$ cat src/rtl/llsc_pkg.sv
// Shared encodings for the load-linked reservation monitor.
package llsc_pkg;

    // Result code written to the destination register of a store-conditional.
    typedef enum logic [1:0] {
        RES_FAIL     = 2'd0,
        RES_PASS     = 2'd1,
        RES_UNCACHED = 2'd2
    } sc_result_e;

    // Reason a cacheable store-conditional failed.
    typedef enum logic [1:0] {
        CAUSE_NONE     = 2'd0,
        CAUSE_NOFLAG   = 2'd1,
        CAUSE_MISMATCH = 2'd2
    } sc_cause_e;

endpackage

$ cat src/rtl/llsc_resv_slot.sv
// One thread's reservation: a valid flag plus the reserved granule address.
// Assumes set_gran_i already has its low granule bits cleared by the caller.
// A set request has priority over a clear request in the same cycle.
module llsc_resv_slot #(
    parameter int ADDR_W = 32
) (
    input  logic              clk,
    input  logic              rst_n,
    input  logic              set_i,
    input  logic [ADDR_W-1:0] set_gran_i,
    input  logic              clr_i,
    output logic              valid_o,
    output logic [ADDR_W-1:0] gran_o
);

    // Reservation state update: reset, then set, then clear.
    always_ff @(posedge clk) begin
        if (!rst_n) begin
            valid_o <= 1'b0;
            gran_o  <= '0;
        end else if (set_i) begin
            valid_o <= 1'b1;
            gran_o  <= set_gran_i;
        end else if (clr_i) begin
            valid_o <= 1'b0;
        end
    end

endmodule

$ cat src/rtl/llsc_fail_counter.sv
// Saturating count of consecutive store-conditional failures for one thread.
// A phase counter tracks the position within WARN_PERIOD, so no divider is
// needed. warn_o pulses for one cycle after the failure that makes the count
// a multiple of WARN_PERIOD. Assumes fail_i and pass_i are never both high.
module llsc_fail_counter #(
    parameter int CNT_W       = 32,
    parameter int WARN_PERIOD = 100000
) (
    input  logic clk,
    input  logic rst_n,
    input  logic fail_i,
    input  logic pass_i,
    output logic warn_o
);

    localparam logic [CNT_W-1:0] CNT_MAX  = {CNT_W{1'b1}};
    localparam int               PH_W     = (WARN_PERIOD > 1) ? $clog2(WARN_PERIOD) : 1;
    localparam logic [PH_W-1:0]  PH_LAST  = PH_W'(WARN_PERIOD - 1);

    logic [CNT_W-1:0] cnt_q;
    logic [PH_W-1:0]  phase_q;

    // Count update, phase tracking and warning pulse generation.
    always_ff @(posedge clk) begin
        if (!rst_n) begin
            cnt_q   <= '0;
            phase_q <= '0;
            warn_o  <= 1'b0;
        end else begin
            warn_o <= 1'b0;
            if (pass_i) begin
                cnt_q   <= '0;
                phase_q <= '0;
            end else if (fail_i && (cnt_q != CNT_MAX)) begin
                cnt_q <= cnt_q + 1'b1;
                if (phase_q == PH_LAST) begin
                    phase_q <= '0;
                    warn_o  <= 1'b1;
                end else begin
                    phase_q <= phase_q + 1'b1;
                end
            end
        end
    end

endmodule

$ cat src/rtl/llsc_verdict.sv
// Combinational store-conditional decision for the selected thread.
// Assumes snp_hit_i already says that a same-cycle snoop hits this
// thread's held reservation.
module llsc_verdict
    import llsc_pkg::*;
#(
    parameter int ADDR_W = 32
) (
    input  logic              sc_valid_i,
    input  logic              sc_uncached_i,
    input  logic [ADDR_W-1:0] sc_gran_i,
    input  logic              resv_valid_i,
    input  logic [ADDR_W-1:0] resv_gran_i,
    input  logic              snp_hit_i,
    output logic              issue_o,
    output sc_result_e        result_o,
    output sc_cause_e         cause_o,
    output logic              fail_o,
    output logic              pass_o
);

    // Order of checks: uncached bypass, flag (with snoop), then granule match.
    always_comb begin
        issue_o  = 1'b0;
        result_o = RES_FAIL;
        cause_o  = CAUSE_NONE;
        fail_o   = 1'b0;
        pass_o   = 1'b0;
        if (sc_valid_i) begin
            if (sc_uncached_i) begin
                issue_o  = 1'b1;
                result_o = RES_UNCACHED;
            end else if (!resv_valid_i || snp_hit_i) begin
                cause_o = CAUSE_NOFLAG;
                fail_o  = 1'b1;
            end else if (resv_gran_i != sc_gran_i) begin
                cause_o = CAUSE_MISMATCH;
                fail_o  = 1'b1;
            end else begin
                issue_o  = 1'b1;
                result_o = RES_PASS;
                pass_o   = 1'b1;
            end
        end
    end

endmodule

$ cat src/rtl/llsc_monitor.sv
// Load-linked reservation monitor, top level.
// Keeps one reservation and one failure counter per hardware thread. It gives
// a same-cycle verdict on one store-conditional per cycle, drops reservations
// hit by snooped writes, and pulses a livelock warning. Assumes at most one
// load-linked and one store-conditional request per cycle.
module llsc_monitor
    import llsc_pkg::*;
#(
    parameter int NUM_THREADS = 4,
    parameter int ADDR_W      = 32,
    parameter int GRAN_BITS   = 4,
    parameter int CNT_W       = 32,
    parameter int WARN_PERIOD = 100000,
    localparam int TID_W      = (NUM_THREADS > 1) ? $clog2(NUM_THREADS) : 1
) (
    input  logic              clk,
    input  logic              rst_n,
    input  logic              ll_valid,
    input  logic [TID_W-1:0]  ll_tid,
    input  logic [ADDR_W-1:0] ll_addr,
    input  logic              sc_valid,
    input  logic [TID_W-1:0]  sc_tid,
    input  logic [ADDR_W-1:0] sc_addr,
    input  logic              sc_uncached,
    input  logic              snp_valid,
    input  logic [ADDR_W-1:0] snp_addr,
    output logic              sc_issue,
    output logic [1:0]        sc_result,
    output logic [1:0]        sc_cause,
    output logic              livelock_warn,
    output logic [TID_W-1:0]  warn_tid
);

    localparam logic [ADDR_W-1:0] GRAN_MASK = ~((ADDR_W'(1) << GRAN_BITS) - ADDR_W'(1));

    logic [ADDR_W-1:0] ll_gran, sc_gran, snp_gran;
    logic              resv_valid [NUM_THREADS];
    logic [ADDR_W-1:0] resv_gran  [NUM_THREADS];
    logic [NUM_THREADS-1:0] snp_hit, warn_vec;
    logic              sel_valid, sel_hit;
    logic [ADDR_W-1:0] sel_gran;
    logic              v_fail, v_pass;
    sc_result_e        v_result;
    sc_cause_e         v_cause;

    assign ll_gran  = ll_addr  & GRAN_MASK;
    assign sc_gran  = sc_addr  & GRAN_MASK;
    assign snp_gran = snp_addr & GRAN_MASK;

    // Per-thread reservation slot, snoop hit detection and failure counter.
    for (genvar t = 0; t < NUM_THREADS; t++) begin : g_thr
        logic ll_here, sc_here;
        assign ll_here    = ll_valid && (ll_tid == TID_W'(t));
        assign sc_here    = sc_valid && !sc_uncached && (sc_tid == TID_W'(t));
        assign snp_hit[t] = snp_valid && resv_valid[t] && (resv_gran[t] == snp_gran);

        llsc_resv_slot #(.ADDR_W(ADDR_W)) u_slot (
            .clk        (clk),
            .rst_n      (rst_n),
            .set_i      (ll_here),
            .set_gran_i (ll_gran),
            .clr_i      (sc_here || snp_hit[t]),
            .valid_o    (resv_valid[t]),
            .gran_o     (resv_gran[t])
        );

        llsc_fail_counter #(.CNT_W(CNT_W), .WARN_PERIOD(WARN_PERIOD)) u_cnt (
            .clk    (clk),
            .rst_n  (rst_n),
            .fail_i (sc_here && v_fail),
            .pass_i (sc_here && v_pass),
            .warn_o (warn_vec[t])
        );
    end

    // Select the reservation state of the store-conditional's thread.
    always_comb begin
        sel_valid = 1'b0;
        sel_gran  = '0;
        sel_hit   = 1'b0;
        for (int t = 0; t < NUM_THREADS; t++) begin
            if (sc_tid == TID_W'(t)) begin
                sel_valid = resv_valid[t];
                sel_gran  = resv_gran[t];
                sel_hit   = snp_hit[t];
            end
        end
    end

    llsc_verdict #(.ADDR_W(ADDR_W)) u_verdict (
        .sc_valid_i    (sc_valid),
        .sc_uncached_i (sc_uncached),
        .sc_gran_i     (sc_gran),
        .resv_valid_i  (sel_valid),
        .resv_gran_i   (sel_gran),
        .snp_hit_i     (sel_hit),
        .issue_o       (sc_issue),
        .result_o      (v_result),
        .cause_o       (v_cause),
        .fail_o        (v_fail),
        .pass_o        (v_pass)
    );

    assign sc_result     = v_result;
    assign sc_cause      = v_cause;
    assign livelock_warn = |warn_vec;

    // Encode which thread raised the warning (at most one per cycle).
    always_comb begin
        warn_tid = '0;
        for (int t = 0; t < NUM_THREADS; t++) begin
            if (warn_vec[t]) warn_tid = TID_W'(t);
        end
    end

endmodule

$ cat config.mk
export PLATFORM = sky130hd
export DESIGN_NAME = llsc_monitor
export DESIGN_NICKNAME = d
export VERILOG_FILES = /design/src/rtl/llsc_pkg.sv /design/src/rtl/llsc_resv_slot.sv /design/src/rtl/llsc_fail_counter.sv /design/src/rtl/llsc_verdict.sv /design/src/rtl/llsc_monitor.sv
export SDC_FILE = /design/constraint.sdc
export NUM_CORES = 1
export LEC_CHECK = 0
export BUFFER_PORTS_ARGS = -buffer_cell sky130_fd_sc_hd__clkbuf_2
export CAP_MARGIN = 40
export CORE_MARGIN = 2
export CORE_UTILIZATION = 45
export DETAILED_ROUTE_END_ITERATION = 7
export PLACE_DENSITY = 0.68
export SLEW_MARGIN = 20
export SYNTH_ARGS = -nofsm -noshare
export SYNTH_HDL_FRONTEND = slang
export SYNTH_SLANG_ARGS = --single-unit
$ cat constraint.sdc
create_clock -name clk -period 5.33 [get_ports clk]
set_input_delay 1.066 -clock clk [delete_from_list [all_inputs] [get_ports clk]]
set_output_delay 1.066 -clock clk [all_outputs]
set_load 0.03 [all_outputs]
# Word level (Yosys, flattened, before mapping)
# Cells that the tools add are included.
dict set report word_totals {
  word_cells 152
  ff_bits 316
  out_inout_bits 8
  in_bits 106
}
dict set report classes {
  n_reduce_logical 51
  mux 49
  n_addsub 8
  n_eq_ne 19
  bitwise_logic 5
}
# operator count
set ops {}
lappend ops {{$add A32 B1 Y32 const B} 4}
lappend ops {{$mux W32} 4}
lappend ops {{$ne A32 B32 Y1 const B} 4}
lappend ops {{$eq A28 B28 Y1} 4}
lappend ops {{$add A17 B1 Y17 const B} 4}
lappend ops {{$eq A17 B17 Y1 const B} 4}
lappend ops {{$mux W17} 4}
lappend ops {{$mux W1} 32}
lappend ops {{$ne A32 B32 Y1} 1}
lappend ops {{$logic_and A1 B1 Y1} 29}
lappend ops {{$mux W2} 9}
lappend ops {{$reduce_or A3 Y1} 4}
lappend ops {{$eq A2 B2 Y1 const B} 4}
lappend ops {{$reduce_bool A2 Y1} 4}
lappend ops {{$reduce_or A2 Y1} 4}
lappend ops {{$logic_or A1 B1 Y1} 5}
lappend ops {{$not A1 Y1} 5}
lappend ops {{$eq A2 B1 Y1 const B} 2}
lappend ops {{$logic_not A2 Y1} 2}
lappend ops {{$reduce_or A4 Y1} 1}
lappend ops {{$logic_not A1 Y1} 2}

# Longest topological paths before layout
dict set report logic_depth {
  depth_word 14
  depth_mapped 14
  mapped_depth_nobuf 9
}

# Cells and area by module
# Synthesis repeated with hierarchy kept, for this count alone.
dict set report unflattened {
  cells_unflattened 1994
  area_unflattened_um2 18704.2
}
# module instances cells_each area_per_inst_um2 seq_area_each_um2
set modules_own_cells {}
lappend modules_own_cells {{llsc_fail_counter (g_thr[0].u_cnt ...)} 3 315 2681.3 1001.0}
lappend modules_own_cells {llsc_resv_slot 4 106 1277.5 660.6}
lappend modules_own_cells {{llsc_fail_counter (g_thr[3].u_cnt)} 1 308 2615.0 1001.0}
lappend modules_own_cells {llsc_monitor 1 263 2518.7 0.0}
lappend modules_own_cells {llsc_verdict 1 54 416.6 0.0}

# Worst setup path before layout
# No wires, ideal clock.
dict set report synth_path {
  path_type {input-to-output}
  start {input sc_tid[0]}
  end {output sc_issue}
  arrival_time_ps 3530
  cell_stages 11
  required_time_ps 4264
  path_buffers 4
  setup_slack_ps 734
  cell_sequence {buf_4 > mux4_2 > xnor2_1 > nand4_1 > nor4_1 > nand4_1 > o21ba_1 > buf_2 > buf_2 > buf_2 > o21a_1}
}
dict set report synth_via {
  elab_chain_len 10
  word_cells_on_any_way 23
  cone_classes {4 x eq/ne; 16 x mux; 3 x reduce/logical}
}
# element line_no
set synth_rtl {}
lappend synth_rtl {{from (decl)} llsc_monitor.sv:22} ;# input logic [TID_W-1:0] sc_tid,
lappend synth_rtl {{$logic_not A2 Y1} llsc_monitor.sv:82} ;# if (sc_tid == TID_W'(t)) begin
lappend synth_rtl {{$mux W32 / $mux W1 (equally long branches) (4 in series)} llsc_monitor.sv:82}
lappend synth_rtl {{$ne A32 B32 Y1 / $logic_not A1 Y1 (equally long branches)} {llsc_verdict.sv:36, llsc_verdict.sv:33}}
lappend synth_rtl {{$mux W1 / $logic_or A1 B1 Y1 (equally long branches)} {llsc_verdict.sv:36, llsc_verdict.sv:33}}
lappend synth_rtl {{$mux W1 *} llsc_verdict.sv:33} ;# end else if (!resv_valid_i || snp_hit_i) begin
lappend synth_rtl {{$mux W1 *} llsc_verdict.sv:30} ;# if (sc_uncached_i) begin
lappend synth_rtl {{$mux W1 *} llsc_verdict.sv:29} ;# if (sc_valid_i) begin
lappend synth_rtl {{to (decl)} llsc_monitor.sv:27} ;# output logic sc_issue,
# Mark *: on every way between the ends. The rest lies on a longest branch, timed or not.

# Final worst setup path
dict set report layout_path {
  start {input sc_tid[0]}
  end {output sc_result[0]}
}
dict set report layout_via {
  elab_chain_len 10
  word_cells_on_any_way 23
  cone_classes {4 x eq/ne; 16 x mux; 3 x reduce/logical}
}
# element line_no
set layout_rtl {}
lappend layout_rtl {{$logic_not A2 Y1} llsc_monitor.sv:82}
lappend layout_rtl {{$mux W32 / $mux W1 (equally long branches) (4 in series)} llsc_monitor.sv:82}
lappend layout_rtl {{$ne A32 B32 Y1 / $logic_not A1 Y1 (equally long branches)} {llsc_verdict.sv:36, llsc_verdict.sv:33}}
lappend layout_rtl {{$mux W1 / $logic_or A1 B1 Y1 (equally long branches)} {llsc_verdict.sv:36, llsc_verdict.sv:33}}
lappend layout_rtl {{$mux W2 *} llsc_verdict.sv:33}
lappend layout_rtl {{$mux W2 *} llsc_verdict.sv:30}
lappend layout_rtl {{$mux W2 *} llsc_verdict.sv:29}
lappend layout_rtl {{to (decl)} llsc_monitor.sv:28} ;# output logic [1:0] sc_result,
# Marked as above.

==> reports/metrics.csv <==
metric,value,unit
outcome,"finished, final reports clean",
core area,36260,um^2
vias in the first global route,13820,
number of H-tree levels,2,
Synth Area per Inst,8.333,um^2
DR WL/cell,17.54,um
Post-synth ARST share,0,
port buffer count,101,
DRT iter0 DRCs,1164,
Mapped Nets,2087,
Die Y,195.1,um
Sink Count,316,
Slew HR,0.4320,
Finished Layout Cells,2521,
final setup vio count,0,
max-cap violations,0,
synth-to-layout area growth,12.87,%
Crit path largest cell delay,550,ps
# fillers,3477,
"Data required, critical path",4260,ps
WL final,44220,um
mapped cell area,16440,um^2
Max Freq,0.2015,GHz
post-synthesis cell type count,63,
"Reg clk slew, reported paths",60,ps
Site Rows,70,
worst vdd rail ir drop,235.8,uV
clock buffer depth,3,
Hold/Removal Path Class,reg -> reg,
DRC Markers,0,
FF/Latch Area,6326,um^2
share of cells above drive strength 1,0.1199,
initial antenna violation count,5,
"delay-heaviest family, CP",simple AND/OR/NAND/NOR gates,
leak pwr,6.183,nW
sequential fraction of the synthesis area,0.3848,
Initial Utilization,0.4534,
fin nets,2139,
final hold viol count,0,
Die Wd,195.1,um
CP Cell Sequence,clkbuf_2 -> buf_12 -> mux4_2 -> xnor2_1 -> nand4_1 -> nor4_1 -> nand4_1 -> o21bai_2 -> nor2_1 -> clkbuf_2,
crit end category,output port,
gp weighted congestion,0.9866,
total vias in the final route,14350,
IO Pins,114,
postcts setup bufs,0,
CTS Buf Count,36,
die area,38080,um^2
RSZ-0062 raised after global routing,no,
worst-path fanout max,39,
"Arr. time, crit path",3900,ps
Final ANT Viol Nets,0,
post-DP HPWL,29750,um
slowest CP cell,mux4_2,
vias per cell,5.693,
hold_ws,486.5,ps
placed cells,2455,
final period utilization,0.9311,
CTS Hold Bufs,0,
GR Util All Layers,0.2324,
Synth Flop Type,dfxtp_1,
kind of critical path,in -> out,
clock latency on the worst-skew pair,570,ps
Cell Pwr Density,293.9,nW/um^2
min Tclk post-route,4963,ps
Startpoint Class,primary input,
actual slew at the worst max-slew pin,852.0,ps
CTS Root Cell,clkbuf_16,
Synth Instances,1973,
Final Max Slew Viols,0,
Detailed Routing Iterations Pass 1,5,
WP buf/inv,3,
GRT overflow,0,
Multi-input gate area,9564,um^2
Final TNS setup,0,ps
Max Clock Skew,32.31,ps
cts repair resizes,0,
Synth warnings,0,
global-route wire length before repair,71960,um
Post-synth EDFFs,0,
"flops & latches, synth",316,
largest net degree at the start of global routing,131,
CTS tree,built,
logic make-up (layout without fill, tap and decap cells):
kind of cell,after synthesis,after routing,synth area share
AO/OA/AOI/OAI,204,204,0.08676
XOR/XNOR,297,297,0.1582
adder cells (fa/ha/maj),8,8,0.006089
buffers and inverters,131,209,0.03493
flip-flops,316,316,0.3848
multiplexers,29,29,0.03896
other,0,2,0
AND/OR/NAND/NOR,988,988,0.2903
registers in the layout, summed over array words and instances, names as in the netlist:
register and cells:
g_thr.u_slot.gran_o 112, g_thr.u_cnt.warn_o 4, g_thr.u_cnt.phase_q 68, g_thr.u_cnt.cnt_q 128, g_thr.u_slot.valid_o 4
power breakdown:
| group | leakage (nW) | internal, W | switching, W | total (W) |
|---|---|---|---|---|
| Sequential | 2.55 | 0.00239 | 0.0000327 | 0.00243 |
| Clock | 0.621 | 0.00163 | 0.00102 | 0.00264 |
| Combinational | 3.01 | 0.000143 | 0.000241 | 0.000384 |
| Total | 6.18 | 0.00416 | 0.00129 | 0.00545 |
synth_stat cells, types with 4 or more instances:
library cell	instances	area, um^2
or4_1	8	60.06
a21boi_0	114	855.8
nor4b_1	12	105.1
and2_1	10	62.56
nor3b_1	6	45.04
ha_1	8	100.1
nand3b_1	4	30.03
nand3_1	101	505.5
mux4_2	28	630.6
or2_2	9	56.30
nor2_1	209	784.5
inv_1	18	67.56
nand2_1	315	1182
dfxtp_1	316	6326
nor4_1	82	513.0
buf_2	26	130.1
nand4_1	61	381.6
and4_1	12	105.1
xor2_1	88	770.7
o21ai_0	32	160.2
clkbuf_1	73	274.0
and3_1	33	206.5
or3_1	27	168.9
xnor2_1	209	1831
a21oi_1	33	165.2
nor3_1	80	400.4
buf_4	11	82.58
nand2b_1	4	25.02
worst min-delay path, cell delays in order, from the launching register on:
cell     delay (ps)
dfxtp_1         330
nand2_1          60
a21oi_1          50
metrics by stage:
step	utilization	total power [W]	instance area (um^2)	setup slack [ps]
3_5_place_dp	0.4767	0.002855	17280	357.5
3_3_place_gp	0.4765	0.002850	17280	272.8
5_1_grt	0.5118	0.005639	18560	200.8
6_report	0.5118	0.005455	18560	367.4
2_1_floorplan	-	0.002698	16440	733.9
4_1_cts	0.5116	0.005505	18550	361.3
cell type report:
| type | instances | area share |
|---|---|---|
| Antenna cell | 2 | 0.0002697 |
| Clock buffer | 48 | 0.05644 |
| Sequential cell | 316 | 0.3409 |
| Timing Repair Buffer | 127 | 0.03992 |
| Multi-Input combinational cell | 1526 | 0.5154 |
| Tap cell | 468 | 0.03156 |
| Clock inverter | 16 | 0.01187 |
| Inverter | 18 | 0.003641 |
worst paths after layout:
| check | startpoint | endpoint | slack, ps | depth (start not counted) |
|---|---|---|---|---|
| max | sc_tid[0] | sc_result[0] | 370 | 10 |
| min | g_thr[0].u_cnt.phase_q[1]$_SDFFE_PP0P_ | g_thr[0].u_cnt.phase_q[1]$_SDFFE_PP0P_ | 490 | 2 |
| max reg2reg | g_thr[3].u_slot.gran_o[20]$_SDFFE_PN0P_ | g_thr[0].u_cnt.phase_q[13]$_SDFFE_PP0P_ | 1680 | 10 |
| min reg2reg | g_thr[0].u_cnt.phase_q[1]$_SDFFE_PP0P_ | g_thr[0].u_cnt.phase_q[1]$_SDFFE_PP0P_ | 490 | 2 |
per-layer routing:
| metal | part of all wire | track usage | wire (um) | vias up |
|---|---|---|---|---|
| met4 | 0.038 | 0.1072 | 1689 | 6 |
| met1 | 0.43 | 0.2961 | 19100 | 6861 |
| met2 | 0.46 | 0.3806 | 20520 | 428 |
| met5 | 0.00086 | 0 | 38 | - |
| li1 | - | - | - | 6947 |
| met3 | 0.065 | 0.04577 | 2871 | 110 |
layout by cell type, fill, tap and decap left out, drive strengths merged, types with 2 or more instances in the layout:
cell type	count
clkinvlp	3
a31oi	2
buf	27
or4	10
or3	27
nand2b	4
mux4	28
inv	20
nor2	209
or2	9
xor2	88
nor4	84
or4b	2
diode	2
a21oi	33
nand4	61
nor3b	6
a21boi	114
o21ai	33
o41ai	3
nand2	316
xnor2	209
and2	10
clkinv	6
o31ai	3
nand3	102
dfxtp	316
and3	33
and4	12
ha	8
clkbuf	148
bufinv	5
o21bai	3
nor4b	12
nor3	80
nor2b	3
nand3b	4
No activity file was read; power rests on OpenSTA's default activity.
